## src/rtl/codeprot_pkg.sv

```systemverilog
`timescale 1ns/1ps
package codeprot_pkg;

    typedef enum logic [1:0] {
        CAUSE_NONE = 2'b00,
        CAUSE_FINE = 2'b01,
        CAUSE_MISS = 2'b10,
        CAUSE_DMA  = 2'b11
    } cp_cause_e;

    localparam logic SWOP_FILL  = 1'b0;
    localparam logic SWOP_INVAL = 1'b1;

endpackage

```

## src/rtl/cp_span.sv

```systemverilog
`timescale 1ns/1ps
module cp_span #(
    parameter  int PAGE_BITS  = 12,
    parameter  int CHUNK_BITS = 7,
    parameter  int LEN_W      = 3,
    localparam int CI_W       = PAGE_BITS - CHUNK_BITS
) (
    input  logic [PAGE_BITS-1:0] offset,
    input  logic [LEN_W-1:0]     len_m1,
    output logic [CI_W-1:0]      first_chunk,
    output logic [CI_W-1:0]      last_chunk
);

    logic [PAGE_BITS-1:0] end_off;

    always_comb begin
        end_off     = offset + {{(PAGE_BITS-LEN_W){1'b0}}, len_m1};
        first_chunk = offset[PAGE_BITS-1:CHUNK_BITS];
        last_chunk  = end_off[PAGE_BITS-1:CHUNK_BITS];
    end

endmodule

```

## src/rtl/cp_tag_match.sv

```systemverilog
`timescale 1ns/1ps
module cp_tag_match #(
    parameter  int ENTRIES = 4,
    parameter  int PN_W    = 20,
    localparam int IDX_W   = $clog2(ENTRIES)
) (
    input  logic                          clk,
    input  logic                          rst_n,
    input  logic [ENTRIES-1:0]            vld,
    input  logic [ENTRIES-1:0][PN_W-1:0]  tags,
    input  logic [PN_W-1:0]               key,
    output logic                          hit,
    output logic [IDX_W-1:0]              hit_idx
);

    logic [ENTRIES-1:0] hit_vec;

    generate
        for (genvar g = 0; g < ENTRIES; g++) begin : g_cmp
            assign hit_vec[g] = vld[g] && (tags[g] == key);
        end
    endgenerate

    always_comb begin
        hit     = |hit_vec;
        hit_idx = '0;
        for (int i = 0; i < ENTRIES; i++) begin
            if (hit_vec[i]) hit_idx = IDX_W'(i);
        end
    end

    // A page may live in at most one entry (refills go in place)
    assert_unique_tag_R9: assert property (@(posedge clk) disable iff (!rst_n)
        $onehot0(hit_vec));

endmodule

```

## src/rtl/cp_lru.sv

```systemverilog
`timescale 1ns/1ps
module cp_lru #(
    parameter  int ENTRIES = 4,
    localparam int IDX_W   = $clog2(ENTRIES)
) (
    input  logic             clk,
    input  logic             rst_n,
    input  logic             touch,
    input  logic [IDX_W-1:0] touch_idx,
    output logic [IDX_W-1:0] oldest_idx
);

    typedef struct packed {
        logic [ENTRIES-1:0][IDX_W-1:0] age;
    } lru_st_t;

    lru_st_t            st_d, st_q;
    logic [ENTRIES-1:0] oldest_vec;

    always_comb begin
        st_d = st_q;
        if (touch) begin
            for (int i = 0; i < ENTRIES; i++) begin
                if (IDX_W'(i) == touch_idx) begin
                    st_d.age[i] = '0;
                end else if (st_q.age[i] < st_q.age[touch_idx]) begin
                    st_d.age[i] = st_q.age[i] + 1'b1;
                end
            end
        end
    end

    always_comb begin
        oldest_idx = '0;
        for (int i = 0; i < ENTRIES; i++) begin
            oldest_vec[i] = (st_q.age[i] == IDX_W'(ENTRIES-1));
            if (oldest_vec[i]) oldest_idx = IDX_W'(i);
        end
    end

    always_ff @(posedge clk or negedge rst_n) begin
        if (!rst_n) begin
            for (int i = 0; i < ENTRIES; i++) st_q.age[i] <= IDX_W'(i);
        end else begin
            st_q <= st_d;
        end
    end

    // Ages stay a permutation: exactly one replacement candidate
    assert_single_victim_R8: assert property (@(posedge clk) disable iff (!rst_n)
        $countones(oldest_vec) == 1);

    // An entry just used is never the next victim
    assert_touch_not_oldest_R11: assert property (@(posedge clk) disable iff (!rst_n)
        touch |=> (oldest_idx != $past(touch_idx)));

endmodule

```

## src/rtl/codeprot_fine_cache.sv

```systemverilog
`timescale 1ns/1ps
module codeprot_fine_cache
    import codeprot_pkg::*;
#(
    parameter  int ADDR_W     = 32,
    parameter  int PAGE_BITS  = 12,
    parameter  int CHUNK_BITS = 7,
    parameter  int ENTRIES    = 4,
    parameter  int LEN_W      = 3,
    localparam int PN_W       = ADDR_W - PAGE_BITS,
    localparam int CI_W       = PAGE_BITS - CHUNK_BITS,
    localparam int CHUNKS     = 1 << CI_W,
    localparam int IDX_W      = $clog2(ENTRIES)
) (
    input  logic              clk,
    input  logic              rst_n,
    input  logic              wr_valid,
    input  logic              wr_is_dma,
    input  logic              wr_page_prot,
    input  logic [ADDR_W-1:0] wr_addr,
    input  logic [LEN_W-1:0]  wr_len_m1,
    input  logic              sw_valid,
    input  logic              sw_op,
    input  logic [PN_W-1:0]   sw_page,
    input  logic [CHUNKS-1:0] sw_mask,
    output logic              flt_valid,
    output logic [ADDR_W-1:0] flt_addr,
    output logic [CI_W-1:0]   flt_chunk,
    output logic [1:0]        flt_cause
);

    typedef struct packed {
        logic [ENTRIES-1:0]              vld;
        logic [ENTRIES-1:0][PN_W-1:0]    tag;
        logic [ENTRIES-1:0][CHUNKS-1:0]  mask;
        logic                            flt_v;
        logic [ADDR_W-1:0]               flt_a;
        logic [CI_W-1:0]                 flt_c;
        cp_cause_e                       flt_cause;
    } cpc_st_t;

    cpc_st_t st_d, st_q;

    logic [PN_W-1:0]   wr_pn;
    logic [CI_W-1:0]   first_c, last_c;
    logic              wr_hit, sw_hit;
    logic [IDX_W-1:0]  wr_idx, sw_idx;
    logic [IDX_W-1:0]  oldest_idx, free_idx, fill_idx, touch_idx;
    logic              free_any, touch;
    logic [CHUNKS-1:0] hit_mask;

    assign wr_pn = wr_addr[ADDR_W-1:PAGE_BITS];

    cp_span #(
        .PAGE_BITS (PAGE_BITS),
        .CHUNK_BITS(CHUNK_BITS),
        .LEN_W     (LEN_W)
    ) u_span (
        .offset     (wr_addr[PAGE_BITS-1:0]),
        .len_m1     (wr_len_m1),
        .first_chunk(first_c),
        .last_chunk (last_c)
    );

    cp_tag_match #(.ENTRIES(ENTRIES), .PN_W(PN_W)) u_wr_match (
        .clk    (clk),
        .rst_n  (rst_n),
        .vld    (st_q.vld),
        .tags   (st_q.tag),
        .key    (wr_pn),
        .hit    (wr_hit),
        .hit_idx(wr_idx)
    );

    cp_tag_match #(.ENTRIES(ENTRIES), .PN_W(PN_W)) u_sw_match (
        .clk    (clk),
        .rst_n  (rst_n),
        .vld    (st_q.vld),
        .tags   (st_q.tag),
        .key    (sw_page),
        .hit    (sw_hit),
        .hit_idx(sw_idx)
    );

    cp_lru #(.ENTRIES(ENTRIES)) u_lru (
        .clk       (clk),
        .rst_n     (rst_n),
        .touch     (touch),
        .touch_idx (touch_idx),
        .oldest_idx(oldest_idx)
    );

    // Lowest-numbered invalid entry
    always_comb begin
        free_any = 1'b0;
        free_idx = '0;
        for (int i = ENTRIES-1; i >= 0; i--) begin
            if (!st_q.vld[i]) begin
                free_any = 1'b1;
                free_idx = IDX_W'(i);
            end
        end
        if (sw_hit)        fill_idx = sw_idx;
        else if (free_any) fill_idx = free_idx;
        else               fill_idx = oldest_idx;
    end

    always_comb begin
        st_d           = st_q;
        st_d.flt_v     = 1'b0;
        st_d.flt_a     = '0;
        st_d.flt_c     = '0;
        st_d.flt_cause = CAUSE_NONE;
        touch          = 1'b0;
        touch_idx      = wr_idx;
        hit_mask       = st_q.mask[wr_idx];

        if (wr_valid && wr_page_prot) begin
            if (wr_is_dma) begin
                st_d.flt_v     = 1'b1;
                st_d.flt_a     = wr_addr;
                st_d.flt_c     = first_c;
                st_d.flt_cause = CAUSE_DMA;
            end else if (!wr_hit) begin
                st_d.flt_v     = 1'b1;
                st_d.flt_a     = wr_addr;
                st_d.flt_c     = first_c;
                st_d.flt_cause = CAUSE_MISS;
            end else begin
                touch = 1'b1;
                if (hit_mask[first_c]) begin
                    st_d.flt_v     = 1'b1;
                    st_d.flt_a     = wr_addr;
                    st_d.flt_c     = first_c;
                    st_d.flt_cause = CAUSE_FINE;
                end else if (hit_mask[last_c]) begin
                    st_d.flt_v     = 1'b1;
                    st_d.flt_a     = wr_addr;
                    st_d.flt_c     = last_c;
                    st_d.flt_cause = CAUSE_FINE;
                end
            end
        end

        if (sw_valid) begin
            if (sw_op == SWOP_FILL) begin
                st_d.vld[fill_idx]  = 1'b1;
                st_d.tag[fill_idx]  = sw_page;
                st_d.mask[fill_idx] = sw_mask;
                touch               = 1'b1;
                touch_idx           = fill_idx;
            end else if (sw_hit) begin
                st_d.vld[sw_idx] = 1'b0;
            end
        end
    end

    always_ff @(posedge clk or negedge rst_n) begin
        if (!rst_n) st_q <= '0;
        else        st_q <= st_d;
    end

    assign flt_valid = st_q.flt_v;
    assign flt_addr  = st_q.flt_a;
    assign flt_chunk = st_q.flt_c;
    assign flt_cause = st_q.flt_cause;

    assert_unprot_silent_R2: assert property (@(posedge clk) disable iff (!rst_n)
        (wr_valid && !wr_page_prot) |=> !flt_valid);

    assert_cause_matches_valid_R3: assert property (@(posedge clk) disable iff (!rst_n)
        flt_valid == (flt_cause != 2'b00));

    assert_fault_has_write_R3: assert property (@(posedge clk) disable iff (!rst_n)
        flt_valid |-> ($past(wr_valid && wr_page_prot) && flt_addr == $past(wr_addr)));

    assert_miss_faults_R5: assert property (@(posedge clk) disable iff (!rst_n)
        (wr_valid && wr_page_prot && !wr_is_dma && !wr_hit) |=> (flt_cause == 2'b10));

    assert_dma_pagewide_R6: assert property (@(posedge clk) disable iff (!rst_n)
        (wr_valid && wr_page_prot && wr_is_dma) |=> (flt_valid && flt_cause == 2'b11));

    assert_span_in_page_R7: assert property (@(posedge clk) disable iff (!rst_n)
        wr_valid |-> ((PAGE_BITS+1)'(wr_addr[PAGE_BITS-1:0]) + (PAGE_BITS+1)'(wr_len_m1)
                      < (PAGE_BITS+1)'(1 << PAGE_BITS)));

    assert_fill_visible_R8: assert property (@(posedge clk) disable iff (!rst_n)
        (sw_valid && sw_op == SWOP_FILL && !wr_valid) ##1
        (wr_valid && wr_page_prot && !wr_is_dma && wr_pn == $past(sw_page) && !sw_valid)
        |=> (flt_cause != 2'b10));

endmodule

```

## config.mk

```make
export PLATFORM = sky130hd
export DESIGN_NAME = codeprot_fine_cache
export DESIGN_NICKNAME = d
export VERILOG_FILES = /design/src/rtl/codeprot_pkg.sv /design/src/rtl/cp_span.sv /design/src/rtl/cp_tag_match.sv /design/src/rtl/cp_lru.sv /design/src/rtl/codeprot_fine_cache.sv
export SDC_FILE = /design/constraint.sdc
export NUM_CORES = 1
export LEC_CHECK = 0
export ABC_AREA = 0
export CAP_MARGIN = 20
export CORE_ASPECT_RATIO = 1.2
export CORE_UTILIZATION = 40
export DETAILED_ROUTE_END_ITERATION = 6
export RECOVER_POWER = 50
export SETUP_SLACK_MARGIN = 0.2
export SLEW_MARGIN = 20
export SYNTH_ARGS = -nofsm -noshare
export SYNTH_HDL_FRONTEND = slang
export SYNTH_HIERARCHICAL = 1
export SYNTH_SLANG_ARGS = --single-unit
```

## constraint.sdc

```tcl
create_clock -name clk -period 8.9 [get_ports clk]
set_input_delay 1.78 -clock clk [delete_from_list [all_inputs] [get_ports clk]]
set_output_delay 1.78 -clock clk [all_outputs]
set_load 0.02 [all_outputs]
```

==> flow_summary.toml <==
[grt]
gr-usage-met1 = 0.269
grt_pass1_wl_um = 57700
gr-total-overflow = 0
use_met2 = 0.335
grt_max_degree = 145
antenna_found_initial = 0
grt-busiest-layer = "met2"
grt_util_all_layers = 0.202
grt_pass1_vias = 9813
grtUsageMet3 = 0.0268

[timing]
setup_viol = 0
post-route-period-util = 0.750
grt_setup_unrepaired = "no"
drv_slew = 118
hold_viol = 0
tightest_slew_ps = 5550
maxSlewHeadroom = -2.70
finalClockSkew_ps = 15.3
fin_crit_ps = 6680
maxClockFrequency_mhz = 150
tns_ps = 0

[yosys]
ys_ff_latch = 260
synth_cell_types = 72
netlist_top_cells_area = "dfrtp_1 (44%), mux2_2 (16%), mux4_2 (9.1%)"
synthArstFlopShare = 1.00
synth_cells = 1108
yosys_warnings = 6
synthFlopType = "dfrtp_1"
synth_area_sq_mm = 0.0146
ys_seq_area_frac = 0.445
synth_edf_count = 0
syn_nets = 1211
synth_commonest_cells = "dfrtp_1 (256), mux2_2 (213), xnor2_1 (96)"
yosys.area.top_type = "dfrtp_1"
yosysMostFrequentCell = "dfrtp_1"
avgSynthCellArea_sq_um = 13.2
synth_top_area_frac = 0.437

[run_status]
status = "finished with violations"
violations = "capacitance limit, slew limit"

[routing]
drt_pass1_iterations = 5
drc = 0
via_count = 9277
avgRoutedWirePerCell_um = 21.7
routed_wirelength_um = 36400
ant_nets = 0
drt_iter0_markers = 479
viasPerCell = 5.53

[layout]
instances_no_fill = 1679
layout.nets = 1293
syn_to_final_growth_pct = 16.4
post-route-util = 0.474
drive_gt1_frac = 0.300
n_antenna_cell = 0

[die]
die_x_um = 177
die_y_um = 212
dieArea_sq_mm = 0.0374
fp.coreArea_sq_mm = 0.0359
initial_core_util = 0.407
num_rows = 76
ios = 134

[place]
portBuffers = 133
globalplace.congestion = 0.841
place_hpwl_um = 24900
dp_cells = 1627

[min_path]
hold_depth = 1
worstHoldPathType = "reg -> reg"

[critical_path]
cp-end-kind = "async pin"
slowest_stage = "clkdlybuf4s25_1"
worst-r2r-cell-count = 13
cp.depth = 1
crit_family = "buffers and inverters"
criticalPathCategory = "in -> async"
slowest_delay_ps = 4020
crit_chain = "clkdlybuf4s25_1"
path_buf_inv = 1
worstPathMaxFanout = 117
cp.required_ps = 8220
start_kind = "input pin"
critPathArrivalTime_ps = 5990

[power_and_ir_drop]
p_per_area_mw_per_mm2 = 301
power_w = 0.00513
p_leak_nw = 6.80
ir_drop_uv = 153

[job]
max-cap-violations = 1

[clocking]
cts_buffers = 29
clkSinkCount = 260
hold_buffers = 0
clock-root-buffer = "clkbuf_16"
clockBufferDepth = 3
cts_tree = "done"
cts_htree_levels = 1
clk-insertion-delay-late_ps = 560
post_cts_buffers = 0
path_clk_slew_ps = 60
ctsResizeCount = 0
==> area by class of cell <==
class / count / area [sq um]
clock inverters: 10 / 133
repair buffers: 145 / 1430
well taps: 468 / 586
flip-flops and latches: 260 / 6510
fillers: 3174 / 18900
multi-input cells: 733 / 7490
clock buffers: 42 / 815
inverters: 21 / 78.8
==> report_power, final <==
part	leakage, nW	switching, W	internal, W	total (W)
clock	0.467	0.000484	0.000719	0.00120
sequential	3.17	0.000454	0.00169	0.00215
combinational	3.16	0.000713	0.00107	0.00178
==> metal layers <==
metal | up-vias | wire length [um]
met5 | - | 0
met4 | 0 | 1260
met3 | 63 | 1540
met2 | 253 | 17900
met1 | 4776 | 15700
li1 | 4185 | -
==> logic make-up (layout without fill, tap and decap cells) <==
logic type | after synthesis | in the layout | share of synthesized area
AO/OA/AOI/OAI | 73 | 73 | 0.0408
flip-flops | 260 | 260 | 0.445
XOR/XNOR | 165 | 165 | 0.0997
multiplexers | 304 | 304 | 0.282
adder cells (fa/ha/maj) | 9 | 9 | 0.00769
AND/OR/NAND/NOR | 182 | 182 | 0.0763
buffers and inverters | 115 | 218 | 0.0485
==> registers in the layout, indices dropped and copies added (netlist names) <==
register / count
flt_valid: 1
flt_chunk: 5
u_lru/st_q: 8
flt_addr: 32
flt_cause: 2
st_q: 212
==> worst register-to-register path, stage by stage, from the launching register on <==
cell	delay [ps]
dfrtp_1	410
xnor2_1	190
nand4_1	140
nor4_1	530
nand4_1	380
nand2_4	740
buf_4	450
mux4_1	600
mux4_2	460
nand2b_1	150
nand3_1	170
a32o_2	260
a21oi_4	220
and2_1	260
==> metrics by stage <==
stage	setup slack, ps	instance area (sq um)	hold WS [ps]
floorplan	3900	14600	474
global placement	1850	16100	484
detailed placement	1760	16100	491
CTS	2350	17000	504
global route	1020	17000	523
finish	2220	17000	504
==> final timing paths <==
path / from / to / slack, ps
worst max-delay path: rst_n / st_q[92]$_DFFE_PN0P_ / 2220
worst min-delay path: st_q[152]$_DFFE_PN0P_ / st_q[152]$_DFFE_PN0P_ / 500
worst max register to register: st_q[242]$_DFFE_PN0P_ / flt_addr[31]$_DFF_PN0_ / 3810
worst min register to register: st_q[152]$_DFFE_PN0P_ / st_q[152]$_DFFE_PN0P_ / 500
max in group clk: wr_addr[27] / flt_addr[31]$_DFF_PN0_ / 2290
min in group asynchronous: rst_n / st_q[222]$_DFFE_PN0P_ / 3470
==> cell usage in the layout (no fill, tap or decap), drive strengths merged, types with 21 or more instances in the layout <==
cell	instances
dfrtp	256
mux2	215
clkdlybuf4s50	111
xnor2	98
xor2	67
mux4	64
clkbuf	42
and2	33
nand4	28
nand2	26
mux2i	25
inv	22
nor4	21
(Power assumes the default switching activity.)
